--- src/rtl/pwm_dual_pkg.sv ---
`timescale 1ns/1ps
package pwm_dual_pkg;
  typedef enum logic [1:0] {
    MODE_NONE  = 2'd0,
    MODE_FAST  = 2'd1,
    MODE_HIRES = 2'd2
  } pwm_mode_e;
endpackage

--- src/rtl/pwm_mode_sel.sv ---
`timescale 1ns/1ps
module pwm_mode_sel
  import pwm_dual_pkg::*;
#(
  parameter int SP_W   = 16,
  parameter int THRESH = 'h9FF,
  parameter int HYST   = 'h200
) (
  input  logic [SP_W-1:0] sp,
  input  pwm_mode_e       cur_mode,
  output pwm_mode_e       nxt_mode
);
  localparam logic [SP_W-1:0] UPPER = SP_W'(THRESH + HYST);
  localparam logic [SP_W-1:0] LOWER = SP_W'(THRESH - HYST);

  always_comb begin
    nxt_mode = cur_mode;
    if (sp > UPPER || sp == '0)
      nxt_mode = MODE_FAST;
    else if (sp <= LOWER || cur_mode == MODE_NONE)
      nxt_mode = MODE_HIRES;
  end
endmodule

--- src/rtl/pwm_duty_scale.sv ---
`timescale 1ns/1ps
module pwm_duty_scale #(
  parameter int SP_W   = 16,
  parameter int FAST_W = 8,
  parameter int PCT_W  = 7
) (
  input  logic [SP_W-1:0]   sp,
  input  logic [PCT_W-1:0]  pct,
  output logic [FAST_W-1:0] duty
);
  localparam int LIM_W  = FAST_W + PCT_W;
  localparam int PROD_W = SP_W + FAST_W;
  localparam logic [LIM_W-1:0]  FAST_MAX = LIM_W'((1 << FAST_W) - 1);
  localparam logic [PROD_W-1:0] SP_MAX   = PROD_W'((1 << SP_W) - 1);

  logic [PCT_W-1:0]  pct_c;
  logic [FAST_W-1:0] pos_lim;
  logic [PROD_W-1:0] prod;

  always_comb begin
    pct_c   = (pct > PCT_W'(100)) ? PCT_W'(100) : pct;
    pos_lim = FAST_W'((FAST_MAX * LIM_W'(pct_c)) / LIM_W'(100));
    prod    = PROD_W'(sp) * PROD_W'(pos_lim);
    duty    = FAST_W'(prod / SP_MAX);
  end
endmodule

--- src/rtl/pwm_timebase_core.sv ---
`timescale 1ns/1ps
module pwm_timebase_core
  import pwm_dual_pkg::*;
#(
  parameter int SP_W   = 16,
  parameter int FAST_W = 8
) (
  input  logic            clk,
  input  logic            rst,
  input  logic            fault,
  input  logic            load,
  input  logic            restart,
  input  pwm_mode_e       new_mode,
  input  logic [SP_W-1:0] new_cmp,
  input  logic            inv,
  output pwm_mode_e       mode_q,
  output logic            pwm_q
);
  logic [SP_W-1:0] cnt_q;
  logic [SP_W-1:0] cmp_q;
  logic [SP_W-1:0] pend_q;
  logic            wrap;
  logic            active;
  logic            fast_zero;

  always_comb begin
    fast_zero = (cmp_q[FAST_W-1:0] == '0);
    wrap      = 1'b0;
    active    = 1'b0;
    case (mode_q)
      MODE_FAST: begin
        wrap   = (cnt_q[FAST_W-1:0] == '1);
        active = !fast_zero && (cnt_q[FAST_W-1:0] < cmp_q[FAST_W-1:0]);
      end
      MODE_HIRES: begin
        wrap   = (cnt_q == '1);
        active = (cnt_q < cmp_q);
      end
      default: begin
        wrap   = 1'b0;
        active = 1'b0;
      end
    endcase
  end

  always_ff @(posedge clk) begin
    if (rst || fault) begin
      mode_q <= MODE_NONE;
      cnt_q  <= '0;
      cmp_q  <= '0;
      pend_q <= '0;
      pwm_q  <= inv;
    end else begin
      pwm_q <= active ^ inv;
      if (load)
        pend_q <= new_cmp;
      if (restart) begin
        mode_q <= new_mode;
        cnt_q  <= '0;
        cmp_q  <= new_cmp;
      end else begin
        if (mode_q != MODE_NONE)
          cnt_q <= cnt_q + 1'b1;
        if (wrap)
          cmp_q <= pend_q;
      end
    end
  end
endmodule

--- src/rtl/pwm_dual_mode_gen.sv ---
`timescale 1ns/1ps
module pwm_dual_mode_gen
  import pwm_dual_pkg::*;
#(
  parameter int SP_W   = 16,
  parameter int FAST_W = 8,
  parameter int PCT_W  = 7,
  parameter int THRESH = 'h9FF,
  parameter int HYST   = 'h200
) (
  input  logic             clk,
  input  logic             rst,
  input  logic [SP_W-1:0]  sp_i,
  input  logic             sp_vld_i,
  input  logic             inv_i,
  input  logic [PCT_W-1:0] lim_pct_i,
  input  logic             fault_i,
  output logic             pwm_o,
  output logic [1:0]       mode_o
);
  pwm_mode_e         cur_mode;
  pwm_mode_e         nxt_mode;
  logic [FAST_W-1:0] duty;
  logic [SP_W-1:0]   cmp_val;
  logic              accept;
  logic              restart;

  pwm_mode_sel #(.SP_W(SP_W), .THRESH(THRESH), .HYST(HYST)) u_sel (
    .sp       (sp_i),
    .cur_mode (cur_mode),
    .nxt_mode (nxt_mode)
  );

  pwm_duty_scale #(.SP_W(SP_W), .FAST_W(FAST_W), .PCT_W(PCT_W)) u_scale (
    .sp   (sp_i),
    .pct  (lim_pct_i),
    .duty (duty)
  );

  always_comb begin
    accept  = sp_vld_i && !fault_i;
    restart = accept && (nxt_mode != cur_mode);
    cmp_val = (nxt_mode == MODE_FAST) ? SP_W'(duty) : sp_i;
  end

  pwm_timebase_core #(.SP_W(SP_W), .FAST_W(FAST_W)) u_core (
    .clk      (clk),
    .rst      (rst),
    .fault    (fault_i),
    .load     (accept),
    .restart  (restart),
    .new_mode (nxt_mode),
    .new_cmp  (cmp_val),
    .inv      (inv_i),
    .mode_q   (cur_mode),
    .pwm_q    (pwm_o)
  );

  assign mode_o = cur_mode;
endmodule

--- config.mk ---
export PLATFORM = sky130hd
export DESIGN_NAME = pwm_dual_mode_gen
export DESIGN_NICKNAME = d
export VERILOG_FILES = /design/src/rtl/pwm_dual_pkg.sv /design/src/rtl/pwm_mode_sel.sv /design/src/rtl/pwm_duty_scale.sv /design/src/rtl/pwm_timebase_core.sv /design/src/rtl/pwm_dual_mode_gen.sv
export SDC_FILE = /design/constraint.sdc
export NUM_CORES = 1
export LEC_CHECK = 0
export ABC_AREA = 1
export BUFFER_PORTS_ARGS = -buffer_cell sky130_fd_sc_hd__buf_2
export CORE_MARGIN = 2
export CORE_UTILIZATION = 40
export DETAILED_ROUTE_END_ITERATION = 8
export PLACE_DENSITY = 0.52
export SYNTH_ARGS = -nofsm -noshare
export SYNTH_HDL_FRONTEND = slang
export SYNTH_HIERARCHICAL = 1
export SYNTH_SLANG_ARGS = --single-unit
--- constraint.sdc ---
create_clock -name clk -period 37.4 [get_ports clk]
set_clock_uncertainty 0.05 [all_clocks]
set_input_delay 3.74 -clock clk [delete_from_list [all_inputs] [get_ports clk]]
set_output_delay 3.74 -clock clk [all_outputs]
set_load 0.02 [all_outputs]
==> flow_summary_export.csv <==
group,metric,value,unit
run_status,run_status,"complete, no violations",
detailed_routing,drtIter0Drc,944,
timing,tns,0,ns
cells_and_area,antenna_cells,0,
setup_path,crit_top_cell,"nand2_1",
synth,synthTopCellsByCount,"nand2_1 (899), inv_1 (464), nor2_1 (295)",
timing,worstMarginPinSlew,0.698,ns
clock_network,clkSlewWorstSetupHoldPaths,0.07,ns
global_route,grt_pass1_vias,14800,
clock_network,cts_root_buf,"clkbuf_16",
synth,ys_warn_count,6,
timing,slew_violations,0,
detailed_routing,wl_per_cell,13.7,um
job,cap_violations,0,
global_route,grt_max_degree,31,
floorplan,die_y,198,um
global_route,grt_overflow,0,
cells_and_area,fillers,4205,
setup_path,crit_path_end_kind,"flop",
detailed_routing,firstDrtPassIters,7,
floorplan,dieWidth,198,um
setup_path,cpMaxStageDelayCell,"fa_1",
detailed_routing,via_count,15400,
floorplan,initial_core_util,40.3,%
clock_network,cts.sinks,51,
synth,syn-cell-area,15100,um2
placement,hpwlAfterDp,36300,um
clock_network,clockBufferDepth,2,
synth,synth_nets,2880,
global_route,antenna_found_initial,0,
setup_path,crit_arrival,27.88,ns
cells_and_area,drive_gt1_share,8.38,%
synth,yosysMostFrequentCell,"nand2_1",
synth,synth-seq-cells,51,
synth,syn_inst,2650,
synth,yosysTopAreaCellShare,22.4,%
cells_and_area,syn2layout_area_growth,4.00,%
synth,synth_mux_area_share,0,%
global_route,grt_first_pass_wirelength,73000,um
timing,fin_crit_sh,74.1,%
placement,gp_congestion,0.897,
clock_network,htree_levels,2,
floorplan,die_area,39200,um2
setup_path,cp_data_required_time,37.59,ns
synth,synthFlopType,"dfxtp_1",
timing,max_freq,36.1,MHz
setup_path,cp-start-kind,"input port",
setup_path,critPathMaxFanout,30,
synth,synth-edff-count,0,
cells_and_area,final_nets,2867,
global_route,track_usage,22.5,%
timing,setup_viol,0,
floorplan,ios,31,
clock_network,cts_buffers,5,
placement,io_buffers,30,
synth,synthXorXnorAreaFrac,2.27,%
synth,yosysUniqueCellTypes,49,
synth,synth-compound-area-share,6.28,%
timing,hold_viol_final,0,
synth,synthAdderAreaFrac,21.9,%
floorplan,fp-row-count,71,
synth,synth_top_family_by_area,"simple AND/OR/NAND/NOR gates",
clock_network,post_cts_resized,0,
detailed_routing,detail-route-antenna-nets,0,
min_path,hold_class,"reg2reg",
synth,syn_avg_cell_area,5.68,um2
detailed_routing,avgViaCountPerCell,4.88,
synth,async_reset_ff_share,0,%
floorplan,coreArea,37400,um2
clock_network,clk_latency,0.29,ns
detailed_routing,totalWireLength,43100,um
clock_network,cts_setup_buffers,0,
clock_network,cts_tree,"yes",
detailed_routing,drc,0,
synth,synth_top_area_cell,"nand2_1",
synth,synthSimpleGateAreaFrac,48.0,%
timing,rsz0062_at_grt,"no",
timing,relSlewSlack,53.4,%
clock_network,cts_hold_buf,0,
synth,ys_seq_area_share,6.78,%
synth,synthTopCellsByArea,"nand2_1 (22%), fa_1 (14%), inv_1 (12%), ha_1 (8.2%), nor2_1 (7.4%)",
timing,fin_crit,27.70,ns
setup_path,path_class,"in2reg",
setup_path,slowest_delay,0.58,ns
[logic make-up (layout without fill, tap and decap cells)]
| family | count (synthesis) | count (layout) |
|---|---|---|
| compound gates | 172 | 172 |
| xor+xnor | 39 | 39 |
| fa+ha+maj | 202 | 202 |
| simple gates | 1638 | 1638 |
| flops | 51 | 51 |
| buf+inv | 548 | 536 |
[worst max-delay path, delay by kind of cell]
| kind | cells | cell delay, ns |
|---|---|---|
| and+or+nand+nor | 104 | 16.09 |
| adders and majority gates | 10 | 4.52 |
| buffers and inverters | 22 | 2.17 |
| AOI/OAI and AO/OA | 6 | 1.14 |
| xor gates and xnor gates | 1 | 0.12 |
[final cells by class]
cell class / instances / area, um2 / share of cell area (%)
clock buffer: 7 / 143 / 0.910
inverter: 496 / 1870 / 11.9
clock inverter: 1 / 8.76 / 0.0559
multi-input combinational: 2051 / 11800 / 75.4
sequential: 51 / 1020 / 6.52
tap: 511 / 639 / 4.08
timing repair buffer: 32 / 165 / 1.05
[path summary, 6_finish.rpt]
path                    start          endpoint  slack [ns]  cells after the start
min          u_core/pend_q[4]  u_core/pend_q[4]        0.40                      2
max reg2reg  u_core/mode_q[0]   u_core/cnt_q[7]       35.08                     11
min reg2reg  u_core/pend_q[4]  u_core/pend_q[4]        0.40                      2
max              lim_pct_i[0]   u_core/cmp_q[0]        9.70                    143
[sequential cells by signal (all words and copies together), names as in the netlist]
register       flops
u_core/cnt_q      16
u_core/cmp_q      16
u_core/pend_q     16
u_core/mode_q      2
u_core/pwm_q       1
[per-layer routing]
| layer | up-vias | GRT usage [%] | wire length [um] |
|---|---|---|---|
| met2 | 306 | 37.2 | 19100 |
| met1 | 6957 | 32.5 | 21900 |
| met3 | 37 | 1.67 | 1630 |
| li1 | 8071 | - | - |
| met4 | 0 | 3.93 | 500 |
| met5 | - | 0 | 0 |
[per-stage QoR]
step / area, um2 / setup WS (ns) / utilization, % / instances / hold WS (ns)
floorplan: 15100 / 15.98 / - / 2650 / 0.378
global placement: 15500 / 10.43 / 41.5 / 3141 / 0.387
detailed placement: 15500 / 9.60 / 41.5 / 3141 / 0.393
CTS: 15700 / 9.87 / 41.9 / 3149 / 0.404
global route: 15700 / 6.87 / 41.9 / 3149 / 0.421
finish: 15700 / 9.70 / 41.9 / 3149 / 0.400
[placed cells by master, fill, tap and decap left out, types with 3 or more instances in the layout]
cell type  Yosys  routed
nand2_1      899     899
inv_1        464     464
nor2_1       295     295
nand3_1      209     209
fa_1         103     103
ha_1          99      99
o21ai_0       69      69
nand2_2       66      66
a21oi_1       66      66
nand4_1       57      57
dfxtp_1       51      51
nor2_2        32      32
xor2_1        31      31
buf_2         11      30
inv_2         25      25
nand3_2       23      23
nand3b_1      14      14
o211ai_1      10      10
nand2_4        9       9
nor3_1         9       9
xnor2_1        8       8
nor2_4         8       8
a21oi_2        7       7
o21ai_1        7       7
clkbuf_16      0       5
and2_1         5       5
clkinv_1       5       5
or2_2          4       4
a31oi_1        3       3
o21bai_1       3       3
Power is not shown: default switching activity piles up to over one toggle a cycle in this logic, so the estimate is an artifact.
